===== config.mk =====
export PLATFORM = sky130hd
export DESIGN_NAME = sfl_mmap_rd
export DESIGN_NICKNAME = d
export VERILOG_FILES = /design/src/rtl/sfl_pkg.sv /design/src/rtl/sfl_cfg_regs.sv /design/src/rtl/sfl_seq.sv /design/src/rtl/sfl_pin_mux.sv /design/src/rtl/sfl_mmap_rd.sv
export SDC_FILE = /design/constraint.sdc
export NUM_CORES = 1
export LEC_CHECK = 0
export BUFFER_PORTS_ARGS = -buffer_cell sky130_fd_sc_hd__buf_2
export CAP_MARGIN = 20
export CELL_PAD_IN_SITES_DETAIL_PLACEMENT = 1
export CELL_PAD_IN_SITES_GLOBAL_PLACEMENT = 1
export CORE_UTILIZATION = 40
export CTS_BUF_LIST = sky130_fd_sc_hd__clkbuf_8
export DETAILED_ROUTE_END_ITERATION = 7
export PLACE_DENSITY_LB_ADDON = 0.1
export SLEW_MARGIN = 20
export SYNTH_ARGS = -nofsm -noshare
export SYNTH_HDL_FRONTEND = slang
export SYNTH_HIERARCHICAL = 1
export SYNTH_SLANG_ARGS = --single-unit

===== constraint.sdc =====
create_clock -name clk_i -period 6.7 [get_ports clk_i]
set_clock_uncertainty 0.15 [all_clocks]
set_input_delay 0.335 -clock clk_i [delete_from_list [all_inputs] [get_ports clk_i]]
set_output_delay 0.335 -clock clk_i [all_outputs]
set_load 0.05 [all_outputs]

===== src/rtl/sfl_pkg.sv =====
package sfl_pkg;
  localparam int unsigned SETUP_W = 14;

  typedef enum logic [1:0] {
    LANE_X1  = 2'd0,
    LANE_X2  = 2'd1,
    LANE_RSV = 2'd2,
    LANE_X4  = 2'd3
  } lane_e;

  typedef struct packed {
    lane_e      lanes;
    logic [1:0] dummy;
    logic [1:0] abytes_m1;
    logic [7:0] opcode;
  } setup_t;

  typedef enum logic [2:0] {
    ST_IDLE, ST_CMD, ST_ADDR, ST_DUMMY, ST_DATA, ST_FIN, ST_ERR
  } seq_st_e;

  // serial clocks in the data phase, minus one
  function automatic logic [5:0] data_slots_m1(lane_e l);
    case (l)
      LANE_X2: return 6'd15;
      LANE_X4: return 6'd7;
      default: return 6'd31;
    endcase
  endfunction
endpackage


===== src/rtl/sfl_cfg_regs.sv =====
module sfl_cfg_regs
  import sfl_pkg::*;
#(
  parameter int unsigned NCS  = 4,
  parameter int unsigned IDXW = 3
) (
  input  logic                  clk_i,
  input  logic                  rst_ni,
  input  logic                  we_i,
  input  logic [IDXW-1:0]       idx_i,
  input  logic [SETUP_W-1:0]    wdata_i,
  output logic                  mmap_en_o,
  output setup_t [NCS-1:0]      setup_o
);
  always_ff @(posedge clk_i or negedge rst_ni) begin
    if (!rst_ni)                         mmap_en_o <= 1'b0;
    else if (we_i && idx_i == '0)        mmap_en_o <= wdata_i[0];
  end

  for (genvar g = 0; g < NCS; g++) begin : g_setup
    always_ff @(posedge clk_i or negedge rst_ni) begin
      if (!rst_ni)                                  setup_o[g] <= '0;
      else if (we_i && idx_i == IDXW'(g + 1))       setup_o[g] <= setup_t'(wdata_i);
    end
  end

  AST_SETUP_HOLD: assert property (@(posedge clk_i) disable iff (!rst_ni)
    !we_i |=> $stable(setup_o) && $stable(mmap_en_o));
endmodule


===== src/rtl/sfl_seq.sv =====
module sfl_seq
  import sfl_pkg::*;
#(
  parameter int unsigned NCS       = 4,
  parameter int unsigned CSW       = 2,
  parameter int unsigned AW        = 32,
  parameter int unsigned MAP_BYTES = 32'h0100_0000
) (
  input  logic             clk_i,
  input  logic             rst_ni,
  input  logic             mmap_en_i,
  input  setup_t [NCS-1:0] setup_i,
  input  logic             rd_req_i,
  input  logic [CSW-1:0]   rd_cs_i,
  input  logic [AW-1:0]    rd_addr_i,
  output logic             rd_ready_o,
  output logic             rd_err_o,
  output logic [31:0]      rd_data_o,
  output logic             sclk_o,
  output logic [NCS-1:0]   cs_no,
  output logic [3:0]       io_o,
  output logic [3:0]       io_oe_o,
  input  logic [3:0]       io_i
);
  localparam logic [AW-1:0] LAST_OK = AW'(MAP_BYTES - 4);

  seq_st_e        st_q;
  logic           ph_q;
  logic [5:0]     slot_q;
  logic [39:0]    tx_q;
  logic [31:0]    rx_q;
  logic [31:0]    rdata_q;
  logic [CSW-1:0] csq;
  setup_t         cur_q;

  logic        active, bad_req, tx_phase;
  setup_t      sel_s;
  logic [31:0] addr32, rx_next;
  logic [4:0]  sh;

  assign active   = st_q inside {ST_CMD, ST_ADDR, ST_DUMMY, ST_DATA};
  assign tx_phase = st_q inside {ST_CMD, ST_ADDR};
  assign bad_req  = !mmap_en_i || ({1'b0, rd_cs_i} >= (CSW+1)'(NCS)) || (rd_addr_i > LAST_OK);
  assign sel_s    = setup_i[rd_cs_i];
  assign addr32   = 32'(rd_addr_i);
  assign sh       = {2'd3 - sel_s.abytes_m1, 3'b000};

  always_comb begin
    case (cur_q.lanes)
      LANE_X2: rx_next = {rx_q[29:0], io_i[1:0]};
      LANE_X4: rx_next = {rx_q[27:0], io_i};
      default: rx_next = {rx_q[30:0], io_i[1]};
    endcase
  end

  always_ff @(posedge clk_i or negedge rst_ni) begin
    if (!rst_ni) begin
      st_q    <= ST_IDLE;
      ph_q    <= 1'b0;
      slot_q  <= '0;
      tx_q    <= '0;
      rx_q    <= '0;
      rdata_q <= '0;
      csq     <= '0;
      cur_q   <= '0;
    end else begin
      case (st_q)
        ST_IDLE: if (rd_req_i) begin
          if (bad_req) st_q <= ST_ERR;
          else begin
            st_q   <= ST_CMD;
            ph_q   <= 1'b0;
            slot_q <= 6'd7;
            cur_q  <= sel_s;
            csq    <= rd_cs_i;
            tx_q   <= {sel_s.opcode, addr32 << sh};
          end
        end
        ST_FIN, ST_ERR: st_q <= ST_IDLE;
        default: begin
          if (!ph_q) begin
            ph_q <= 1'b1;
            if (st_q == ST_DATA) rx_q <= rx_next;
          end else begin
            ph_q <= 1'b0;
            if (tx_phase) tx_q <= {tx_q[38:0], 1'b0};
            if (slot_q != '0) slot_q <= slot_q - 6'd1;
            else begin
              case (st_q)
                ST_CMD: begin
                  st_q   <= ST_ADDR;
                  slot_q <= {1'b0, cur_q.abytes_m1, 3'b111};
                end
                ST_ADDR: begin
                  if (cur_q.dummy != 2'd0) begin
                    st_q   <= ST_DUMMY;
                    slot_q <= {1'b0, cur_q.dummy - 2'd1, 3'b111};
                  end else begin
                    st_q   <= ST_DATA;
                    slot_q <= data_slots_m1(cur_q.lanes);
                  end
                end
                ST_DUMMY: begin
                  st_q   <= ST_DATA;
                  slot_q <= data_slots_m1(cur_q.lanes);
                end
                default: begin
                  st_q    <= ST_FIN;
                  rdata_q <= {rx_q[7:0], rx_q[15:8], rx_q[23:16], rx_q[31:24]};
                end
              endcase
            end
          end
        end
      endcase
    end
  end

  assign sclk_o     = ph_q;
  assign io_o       = {3'b000, tx_q[39]};
  assign io_oe_o    = {3'b000, tx_phase};
  assign rd_ready_o = (st_q == ST_FIN) || (st_q == ST_ERR);
  assign rd_err_o   = (st_q == ST_ERR);
  assign rd_data_o  = rdata_q;

  for (genvar g = 0; g < NCS; g++) begin : g_cs
    assign cs_no[g] = !(active && csq == CSW'(g));
  end

  AST_CS_ONEHOT: assert property (@(posedge clk_i) disable iff (!rst_ni)
    $onehot0(~cs_no));
  AST_SCLK_IDLE_LOW: assert property (@(posedge clk_i) disable iff (!rst_ni)
    (cs_no == {NCS{1'b1}}) |-> !sclk_o);
  AST_READY_PULSE: assert property (@(posedge clk_i) disable iff (!rst_ni)
    rd_ready_o |=> !rd_ready_o);
  AST_READY_AFTER_REQ: assert property (@(posedge clk_i) disable iff (!rst_ni)
    rd_ready_o |-> $past(rd_req_i));
  AST_ERR_QUIET: assert property (@(posedge clk_i) disable iff (!rst_ni)
    rd_err_o |-> (cs_no == {NCS{1'b1}}) && !sclk_o && ($past(cs_no) == {NCS{1'b1}}));
endmodule


===== src/rtl/sfl_pin_mux.sv =====
module sfl_pin_mux #(
  parameter int unsigned NCS = 4
) (
  input  logic           own_i,
  input  logic           eng_sclk_i,
  input  logic [NCS-1:0] eng_cs_ni,
  input  logic [3:0]     eng_io_i,
  input  logic [3:0]     eng_oe_i,
  input  logic           cmd_sclk_i,
  input  logic [NCS-1:0] cmd_cs_ni,
  input  logic [3:0]     cmd_io_i,
  input  logic [3:0]     cmd_oe_i,
  output logic           sclk_o,
  output logic [NCS-1:0] cs_no,
  output logic [3:0]     io_o,
  output logic [3:0]     io_oe_o
);
  assign sclk_o  = own_i ? eng_sclk_i : cmd_sclk_i;
  assign cs_no   = own_i ? eng_cs_ni  : cmd_cs_ni;
  assign io_o    = own_i ? eng_io_i   : cmd_io_i;
  assign io_oe_o = own_i ? eng_oe_i   : cmd_oe_i;
endmodule


===== src/rtl/sfl_mmap_rd.sv =====
module sfl_mmap_rd
  import sfl_pkg::*;
#(
  parameter int unsigned NCS       = 4,
  parameter int unsigned AW        = 32,
  parameter int unsigned MAP_BYTES = 32'h0100_0000,
  localparam int unsigned CSW      = (NCS > 1) ? $clog2(NCS) : 1,
  localparam int unsigned IDXW     = $clog2(NCS + 1)
) (
  input  logic               clk_i,
  input  logic               rst_ni,
  input  logic               cfg_we_i,
  input  logic [IDXW-1:0]    cfg_idx_i,
  input  logic [SETUP_W-1:0] cfg_wdata_i,
  input  logic               rd_req_i,
  input  logic [CSW-1:0]     rd_cs_i,
  input  logic [AW-1:0]      rd_addr_i,
  output logic               rd_ready_o,
  output logic               rd_err_o,
  output logic [31:0]        rd_data_o,
  input  logic               cmd_sclk_i,
  input  logic [NCS-1:0]     cmd_cs_ni,
  input  logic [3:0]         cmd_io_i,
  input  logic [3:0]         cmd_io_oe_i,
  output logic               sclk_o,
  output logic [NCS-1:0]     cs_no,
  output logic [3:0]         io_o,
  output logic [3:0]         io_oe_o,
  input  logic [3:0]         io_i
);
  logic             mmap_en;
  setup_t [NCS-1:0] setup;
  logic             eng_sclk;
  logic [NCS-1:0]   eng_cs_n;
  logic [3:0]       eng_io, eng_oe;

  sfl_cfg_regs #(.NCS(NCS), .IDXW(IDXW)) u_cfg (
    .clk_i, .rst_ni,
    .we_i(cfg_we_i), .idx_i(cfg_idx_i), .wdata_i(cfg_wdata_i),
    .mmap_en_o(mmap_en), .setup_o(setup)
  );

  sfl_seq #(.NCS(NCS), .CSW(CSW), .AW(AW), .MAP_BYTES(MAP_BYTES)) u_seq (
    .clk_i, .rst_ni,
    .mmap_en_i(mmap_en), .setup_i(setup),
    .rd_req_i, .rd_cs_i, .rd_addr_i, .rd_ready_o, .rd_err_o, .rd_data_o,
    .sclk_o(eng_sclk), .cs_no(eng_cs_n), .io_o(eng_io), .io_oe_o(eng_oe), .io_i
  );

  sfl_pin_mux #(.NCS(NCS)) u_mux (
    .own_i(mmap_en),
    .eng_sclk_i(eng_sclk), .eng_cs_ni(eng_cs_n), .eng_io_i(eng_io), .eng_oe_i(eng_oe),
    .cmd_sclk_i, .cmd_cs_ni, .cmd_io_i, .cmd_oe_i(cmd_io_oe_i),
    .sclk_o, .cs_no, .io_o, .io_oe_o
  );
endmodule


==> metrics.txt, run 1 <==
status=finished clean; final hold vios=0; DRT antenna net count=0; multiplexer area fraction after synthesis=0.300; crit path time final=3.08 ns; hold slack final=0.0451 ns; Buffers & Inverters on Critical Path=2; cts hold-fix bufs=15; worst reg2reg path endpoint=u_seq/tx_q[6]; Clock Tree Buf Depth=2; global-route wire length before repair=37.9 mm; Gate Count Post-Synth=783; io pins=119; largest family of logic cells by synthesized area=multiplexers; Post-Synth Adder-Cell Area=0.00267; FP Rows=55; switch share=0.387; Peak Freq=325 MHz; top cells by area, synth=dfrtp_1 (48%), mux2_2 (12%), mux2_4 (8.5%); hpwl dp=15.8 mm; Worst R2R Setup Slack=3.62 ns; DRC Markers=0; ys flop type=dfrtp_1; Seq/Total Area, Yosys=0.479; die area=24,000 sq um; Fill cells=2,480; CP Max Fanout=40; Required @ worst endpoint=6.89 ns; slowest stage delay, CP=0.59 ns; Crit Path Category=reg -> reg; register bit total from synthesis=179; # Max-Cap Violations=0; CP startpoint kind=flop; cell taking the most area after synthesis=dfrtp_1; clock sink total=179; fin crit share=0.460; antenna violations before repair=0; Post-CTS Setup Repair Bufs=0; Die H=155 um; CP delay by family, top=buffers and inverters; overall routed net length=22.9 mm; root buf cell=clkbuf_8; post-CTS sizing=0; Post-Syn Area per Cell=12.0 sq um; Final nets=964; Synth top area share=0.479; Clock Power Share=0.197; number of port buffers=118; RSZ-0062 raised after global routing=no; CP endpoint kind=flop; Reg-to-Reg Start=u_seq/st_q[2]; Cells on Worst Hold Path=2; maximum vdd drop=0.137 mV; Post-synth EDFFs=0; DRT Pass-1 Iters=4; gr ovfl total=0; Syn Std Cell Area=9360 sq um; max_slew headroom=0.366; Reg2Reg Depth=6; worst-skew pair later-pin latency=0.46 ns; most common cell in the netlist=dfrtp_1; Yosys warnings=6; DR WL/cell=18.8 um; PwrDens=350 nW/um^2; largest net degree at the start of global routing=71; GRT Overall Usage=0.200; vias in the first global route=6,899; Hold Path End=u_cfg/setup_o[42]; hold_sp=cfg_wdata_i[0]; Reg power frac=0.416; CP most frequent cell=buf_4; H-tree Lvls=4; Pleak=4.78 nW; Synth top cells by count=dfrtp_1 (179), nand2_1 (103), mux2_2 (97), o21ai_0 (78), mux2i_1 (59); Int Power=2.28 mW; DR vias/cell=5.32; Slowest cell on crit path=buf_4; Slew @ Worst Pin=0.951 ns; post-synthesis xor/xnor area fraction=0.00187; asr flop ratio synth=1.00; TritonCTS clock tree=yes; Critical Path AT=3.27 ns; layout cells sized above 1=0.372; final setup TNS=0 ns; sw power=1.44 mW; Layout area overhead=13.5%; compound-gate portion of the synthesized area=0.0880; Slew Limit Fails=0; Initial Util=0.411; area share of and/or/nand/nor cells after synthesis=0.0841; Reg clk slew, reported paths=0.11 ns; cts bufs inserted=17; Yosys cell types=56; DRT iter0 DRCs=381; Hold Path Class=in -> reg; Cell Chain, Critical Path=or3_1 > buf_4 > a211oi_2 > o21a_2 > buf_4 > mux2_4; Core Area=22,800 sq um; Combinational Power Share=0.386; Die Wd=155 um; final setup vio count=0; routability cong.=0.849; vias after detailed routing=6,479
## how the worst max path moves through the flow
| stage | start | endpoint | slack, ns | cells after the start |
|---|---|---|---|---|
| finish | u_seq/st_q[2] | u_seq/tx_q[6] | 3.62 | 6 |
| global route | u_seq/st_q[0] | cs_no[2] | 3.45 | 6 |
| CTS | u_seq/st_q[2] | u_seq/tx_q[33] | 3.61 | 6 |
| detailed placement | rd_cs_i[0] | u_seq/tx_q[19] | 3.62 | 5 |
| global placement | u_seq/st_q[2] | u_seq/tx_q[23] | 3.70 | 6 |
| floorplan | u_seq/slot_q[0] | u_seq/rd_data_o[10] | 4.39 | 7 |
## worst reg2reg max path: cells and delay by family, from the launching register on
kind	cells	cell delay, ns
flops	1	0.55
mux	1	0.39
compound gates	2	0.55
buf+inv	2	0.88
simple gates	1	0.46
## kinds of logic after synthesis
logic type | Yosys count
other cells | 1
xor+xnor | 2
simple gates | 174
fa+ha+maj | 2
flops | 179
mux | 224
buf+inv | 70
compound gates | 131
## layout make-up
class	count	area, sq um	area share
Antenna cell	1	2.50	0.000235
Clock buffer	17	234	0.0220
Clock inverter	15	160	0.0151
Inverter	10	37.5	0.00353
Multi-Input combinational cell	539	4500	0.423
Sequential cell	179	4480	0.422
Tap cell	313	392	0.0369
Timing Repair Buffer	143	822	0.0774
## sequential cells by signal, summed over array words and instances (netlist names)
name	count
u_cfg/setup_o	56
u_seq/tx_q	40
u_seq/rd_data_o	32
u_seq/rx_q	32
u_seq/cur_q	6
u_seq/slot_q	6
u_seq/st_q	3
u_seq/csq	2
u_cfg/mmap_en_o	1
u_seq/sclk_o	1
## metrics by stage
step                      cells  total power, mW  setup slack [ns]   util  area [sq um]
after floorplan             788             2.66              4.39      -          9380
after global placement     1169             2.93              3.70  0.443         10100
after detailed placement   1169             3.00              3.62  0.443         10100
after CTS                  1216             3.75              3.61  0.466         10600
after global routing       1216             3.96              3.45  0.466         10600
final                      1217             3.72              3.62  0.467         10600
## power groups by stage
| stage | Combinational (mW) | Clock [mW] | Sequential (mW) |
|---|---|---|---|
| 4_1_cts | 1.44 | 0.759 | 1.55 |
| 3_5_place_dp | 1.44 | 0 | 1.57 |
| 2_1_floorplan | 1.15 | 0 | 1.51 |
| 3_3_place_gp | 1.38 | 0 | 1.55 |
| 6_report | 1.44 | 0.733 | 1.55 |
| 5_1_grt | 1.57 | 0.802 | 1.59 |
## cell usage in the layout, fill, tap and decap left out, types with 3 or more instances in the layout
master           n
nand2b_1         3
mux4_2          14
or3_1            3
a21oi_1          9
nor2b_1          4
mux2i_1         59
nor2_1          24
dlygate4sd3_1   15
nand4_1          5
conb_1           6
inv_1           10
nand3_1          3
buf_2          117
inv_8            3
and2_1           5
clkbuf_8        17
mux2_2          97
a22o_1           7
nand2_1        103
clkinv_8         3
buf_4           10
dfrtp_1        178
a221o_1          8
o221ai_1         4
inv_6            6
o21ai_0         78
a221oi_1         9
mux2_4          53
nor3_1           5
## layer usage
| metal | vias to the layer above | global-route usage | share of wire |
|---|---|---|---|
| li1 | 3017 | - | - |
| met1 | 3340 | 0.281 | 0.48 |
| met2 | 110 | 0.323 | 0.48 |
| met3 | 12 | 0.0359 | 0.032 |
| met4 | 0 | 0.0429 | 0.0067 |
| met5 | - | 0 | 0 |
Note: power is estimated with default switching activity, not from simulation.
==> inputs of run 2 (changes only) <==
- ABC_AREA: not set -> 1
- clock period: 6.7 -> 3 ns (I/O delays scaled with it)
==> metrics.txt, run 2 <==
fin crit share=0.850; DRT Pass-1 Iters=4; hold slack final=0.0221 ns; DRC Markers=0; io pins=119; register bit total from synthesis=179; Most flops, register=u_cfg/setup_o; Non-Filler Instances=1,773; most frequent cells in the layout=nand2_1 (523), dfrtp_1 (179), nand3_1 (150); GRT Overall Usage=0.255; Reg clk slew, reported paths=0.11 ns; Gate Count Post-Synth=1,320; DRT iter0 DRCs=547; TritonCTS clock tree=yes; Yosys warnings=6; Reg2Reg Depth=5; RSZ-0062 raised after global routing=no; post-CTS sizing=0; final setup vio count=0; Post-Synth Adder-Cell Area=0.00260; Required @ worst endpoint=3.21 ns; ys flop type=dfrtp_1; multiplexer area fraction after synthesis=0; largest net degree at the start of global routing=69; die area=24,700 sq um; Yosys cell types=33; max reg flops=56; Hold Path Class=in -> async; root buf cell=clkbuf_8; CP Max Fanout=24; clock sink total=179; PwrDens=725 nW/um^2; Clock Tree Buf Depth=2; Initial Util=0.408; # Max-Cap Violations=0; CP startpoint kind=flop; FP Rows=56; vias in the first global route=9,271; final hold vios=0; antenna violations before repair=0; H-tree Lvls=4; final setup TNS=0 ns; cts bufs inserted=17; Die Wd=157 um; DR vias/cell=5.17; Slew Limit Fails=0; max_slew headroom=0.601; overall routed net length=29.9 mm; compound-gate portion of the synthesized area=0.100; routability cong.=0.802; hpwl dp=20.4 mm; Synth top area share=0.466; Worst R2R Setup Slack=0.45 ns; status=finished clean; Core Area=23,500 sq um; asr flop ratio synth=1.00; gr ovfl total=0; Crit Path Category=reg -> reg; final core area utilization=0.472; top cells by area, synth=dfrtp_1 (47%), nand2_1 (20%), nand3_1 (7.8%); Post-CTS Setup Repair Bufs=0; layout cells sized above 1=0.142; worst-skew pair later-pin latency=0.47 ns; commonest non-fill, non-tap cell in the layout=nand2_1; most common cell in the netlist=nand2_1; diodes inserted=0; Reg-to-Reg Start=u_seq/st_q[0]; Syn Std Cell Area=9610 sq um; Post-synth EDFFs=0; Layout area overhead=15.7%; Peak Freq=392 MHz; Regs by FF count=u_cfg/setup_o: 56 flops, u_seq/tx_q: 40 flops; post-synthesis xor/xnor area fraction=0.000911; crit path time final=2.55 ns; number of port buffers=118; DR WL/cell=16.8 um; Post-Syn Area per Cell=7.28 sq um; area share of and/or/nand/nor cells after synthesis=0.345; Tot Pwr=8.06 mW; largest family of logic cells by synthesized area=simple AND/OR/NAND/NOR gates; Synth top cells by count=nand2_1 (523), dfrtp_1 (179), nand3_1 (150), o21ai_0 (117), inv_1 (87); vias after detailed routing=9,172; Final nets=1,515; Critical Path AT=2.76 ns; maximum vdd drop=0.403 mV; Die H=157 um; CP endpoint kind=flop; Seq/Total Area, Yosys=0.466; Slew @ Worst Pin=0.597 ns; cell taking the most area after synthesis=dfrtp_1; worst reg2reg path endpoint=u_seq/cur_q[9]; global-route wire length before repair=49.3 mm; dpl cells=1,707; Pleak=5.83 nW; DRT antenna net count=0
## run 2: changes by cell type in the layout (fill, tap and decap cells not counted), moves of 14 or more
| cell | delta |
|---|---|
| dlygate4sd3_1 | +19 |
| nand3_1 | +147 |
| o21ai_0 | +39 |
| buf_4 | +18 |
| o22ai_1 | +26 |
| mux4_2 | -14 |
| mux2i_1 | -59 |
| nor2_1 | +37 |
| mux2_2 | -97 |
| nand2_1 | +420 |
| inv_1 | +78 |
| mux2_4 | -53 |
## run 2: metal layers
metal  up-vias  GRT usage  wire length, um
li1       4483          -                -
met1      4525      0.348            14100
met2       144      0.428            14700
met3        20     0.0358              772
met4         0     0.0564              297
met5         -          0                0
## run 2: where the power goes
| part | total (mW) | internal (mW) | switching, mW |
|---|---|---|---|
| clock network | 1.60 | 0.601 | 0.996 |
| logic | 3.22 | 0.933 | 2.29 |
| registers | 3.25 | 2.92 | 0.326 |
## run 2: timing repair
| action | 4_1_cts | 5_1_grt |
|---|---|---|
| endpoints found under the hold margin | 177 | 0 |
| hold buffers | 34 | 0 |
| endpoints found under the setup margin | 0 | 0 |
## run 2: layout make-up
type,instances,area [sq um]
Fill cell,3078,12400
Sequential cell,179,4480
Multi-Input combinational cell,965,4350
Timing Repair Buffer,181,1170
Tap cell,319,399
Inverter,97,364
Clock buffer,17,234
Clock inverter,15,128
## run 2: worst max path at each step
| stage | start | to | slack (ns) | depth (start not counted) |
|---|---|---|---|---|
| final | u_seq/st_q[0] | u_seq/cur_q[9] | 0.45 | 5 |
| after global routing | u_seq/st_q[0] | u_seq/cur_q[9] | 0.19 | 5 |
| after CTS | u_seq/st_q[0] | u_seq/cur_q[9] | 0.44 | 5 |
| after detailed placement | u_seq/st_q[0] | u_seq/cur_q[9] | 0.47 | 5 |
| after global placement | u_seq/st_q[0] | u_seq/tx_q[38] | 0.58 | 10 |
| after floorplan | u_seq/slot_q[0] | u_seq/slot_q[3] | 1.21 | 8 |
## run 2: cells by family after synthesis
group,count (synthesis)
buffers and inverters,181
other,1
XOR/XNOR,1
adder cells (fa/ha/maj),2
AO/OA/AOI/OAI,169
flip-flops,179
AND/OR/NAND/NOR,787
## run 2: critical path, stage by stage (launching register included)
cell and delay [ns]:
dfrtp_1 0.46, nor2_1 0.24, nand2_4 0.22, inv_1 0.42, nand4_1 0.57, o21ai_0 0.39
## run 2: per-stage QoR
step	cell area, sq um	setup WS [ns]
global route	11100	0.188
floorplan	9630	1.21
finish	11100	0.451
detailed placement	10400	0.474
CTS	11100	0.438
global placement	10400	0.576
==> inputs of run 3 (changes only) <==
- clock period: 3 -> 2.15 ns (I/O delays scaled with it)
==> metrics.txt, run 3 (synthesis gave the netlist of run 2 again) <==
FP Rows=56; clock sink total=179; PwrDens=1020 nW/um^2; overall routed net length=31.0 mm; Core Area=23,500 sq um; final core area utilization=0.496; Hold Path End=u_seq/tx_q[26]; Seq. cell area=4480 sq um; Required @ worst endpoint=1.89 ns; TritonCTS clock tree=yes; worst reg2reg path endpoint=u_seq/tx_q[10]; Reg2Reg Depth=9; Initial Util=0.408; hold_sp=rd_addr_i[18]; Hold Path Class=in -> reg; max_slew headroom=0.559; DRC Markers=0; Die H=157 um; status=finished clean; global-route wire length before repair=50.6 mm; worst-skew pair later-pin latency=0.47 ns; Peak Freq=476 MHz; setup ws final=0.0474 ns; commonest non-fill, non-tap cell in the layout=nand2_1; dpl cells=1,725; RSZ-0062 raised after global routing=yes; number of port buffers=118; CP Max Fanout=5; crit path time final=2.10 ns; Die Wd=157 um; DRT Pass-1 Iters=7; maximum vdd drop=0.503 mV; Critical Path AT=1.85 ns; layout cells sized above 1=0.161; Worst R2R Setup Slack=0.12 ns; cts bufs inserted=17; CP endpoint kind=output pin; Tot Pwr=11.9 mW; Crit Path Category=reg -> out; Layout area overhead=21.5%; Reg clk slew, reported paths=0.11 ns; Most flops, register=u_cfg/setup_o; Multi-input gate area=4390 sq um; Reg-to-Reg Start=u_seq/st_q[1]; GRT Overall Usage=0.261; final hold vios=0; Pleak=6.07 nW; cell area after placement=10,700 sq um; Setup WS pre-CTS=-0.111 ns; Regs by FF count=u_cfg/setup_o: 56 flops, u_seq/tx_q: 40 flops; Non-Filler Instances=1,813; Slew Limit Fails=0; io pins=119; DRT iter0 DRCs=554; vias in the first global route=9,600; hold slack final=0.0301 ns; die area=24,700 sq um; largest net degree at the start of global routing=69; vias after detailed routing=9,406; CP startpoint kind=flop; H-tree Lvls=4; Final nets=1,555; Fill cells=3,052; final setup TNS=0 ns; final setup vio count=0; antenna violations before repair=0; hpwl dp=20.8 mm; most frequent cells in the layout=nand2_1 (517), dfrtp_1 (176), nand3_1 (149); DR vias/cell=5.19; Cells on Worst Hold Path=7; post-route cell area=11,700 sq um; fin crit share=0.978; gr ovfl total=0; DRT antenna net count=0; Slew @ Worst Pin=0.659 ns; Clock Tree Buf Depth=2; DR WL/cell=17.1 um; root buf cell=clkbuf_8; max reg flops=56; # Max-Cap Violations=0; routability cong.=0.826
run 3: changes by cell type in the layout (fill, tap and decap cells not counted), sizes merged:
cell	previous run	this run
dlygate4sd3	34	54
buf	147	163
clkinv	8	3
clkbuf	17	21
a21oi	3	4
bufinv	0	1
clkinvlp	0	1
diode	0	1
inv	104	105
run 3: cell type report:
type                    instances  share of cell area
flip-flops and latches        179               0.384
multi-input cells             966               0.376
repair buffers                220               0.141
well taps                     319              0.0342
inverters                      97              0.0316
clock buffers                  18              0.0212
clock inverters                13              0.0120
diodes                          1            0.000214
run 3: repair_timing:
| item | CTS | global route |
|---|---|---|
| pin swaps | 0 | 3 |
| buffers inserted | 0 | 1 |
| hold buffers | 54 | 0 |
| hold endpoints to repair | 264 | 0 |
| cloned | 1 | 0 |
| setup endpoints to repair | 41 | 28 |
| resized for setup | 7 | 20 |
run 3: worst max path at each step:
stage | startpoint | end | cells after the start
2_1_floorplan | u_seq/slot_q[0] | u_seq/slot_q[3] | 8
3_3_place_gp | u_seq/st_q[2] | u_seq/tx_q[39] | 8
3_5_place_dp | u_seq/st_q[1] | u_seq/tx_q[37] | 10
4_1_cts | u_cfg/mmap_en_o | io_o[3] | 5
5_1_grt | u_seq/st_q[1] | io_oe_o[0] | 9
6_report | u_seq/st_q[1] | io_oe_o[0] | 9
run 3: critical path: stages, from the launching register on:
cell and delay, ns:
dfrtp_2 0.47, inv_2 0.08, nand2_1 0.06, nand2_2 0.10, inv_2 0.05, nor2_2 0.15, buf_4 0.13, nand2_1 0.07
nand2_2 0.11, buf_8 0.15
run 3: layer usage:
layer | track usage | up-vias | part of all wire
met3 | 0.0303 | 32 | 0.030
met4 | 0.0703 | 0 | 0.012
li1 | - | 4572 | -
met2 | 0.441 | 161 | 0.49
met1 | 0.354 | 4641 | 0.47
met5 | 0 | - | 0
run 3: where the power goes:
part / switching (mW) / leakage [nW] / internal (mW) / total [mW]
clock: 1.39 / 0.199 / 0.991 / 2.38
combinational: 3.40 / 3.50 / 1.61 / 5.01
sequential: 0.465 / 2.37 / 4.08 / 4.55
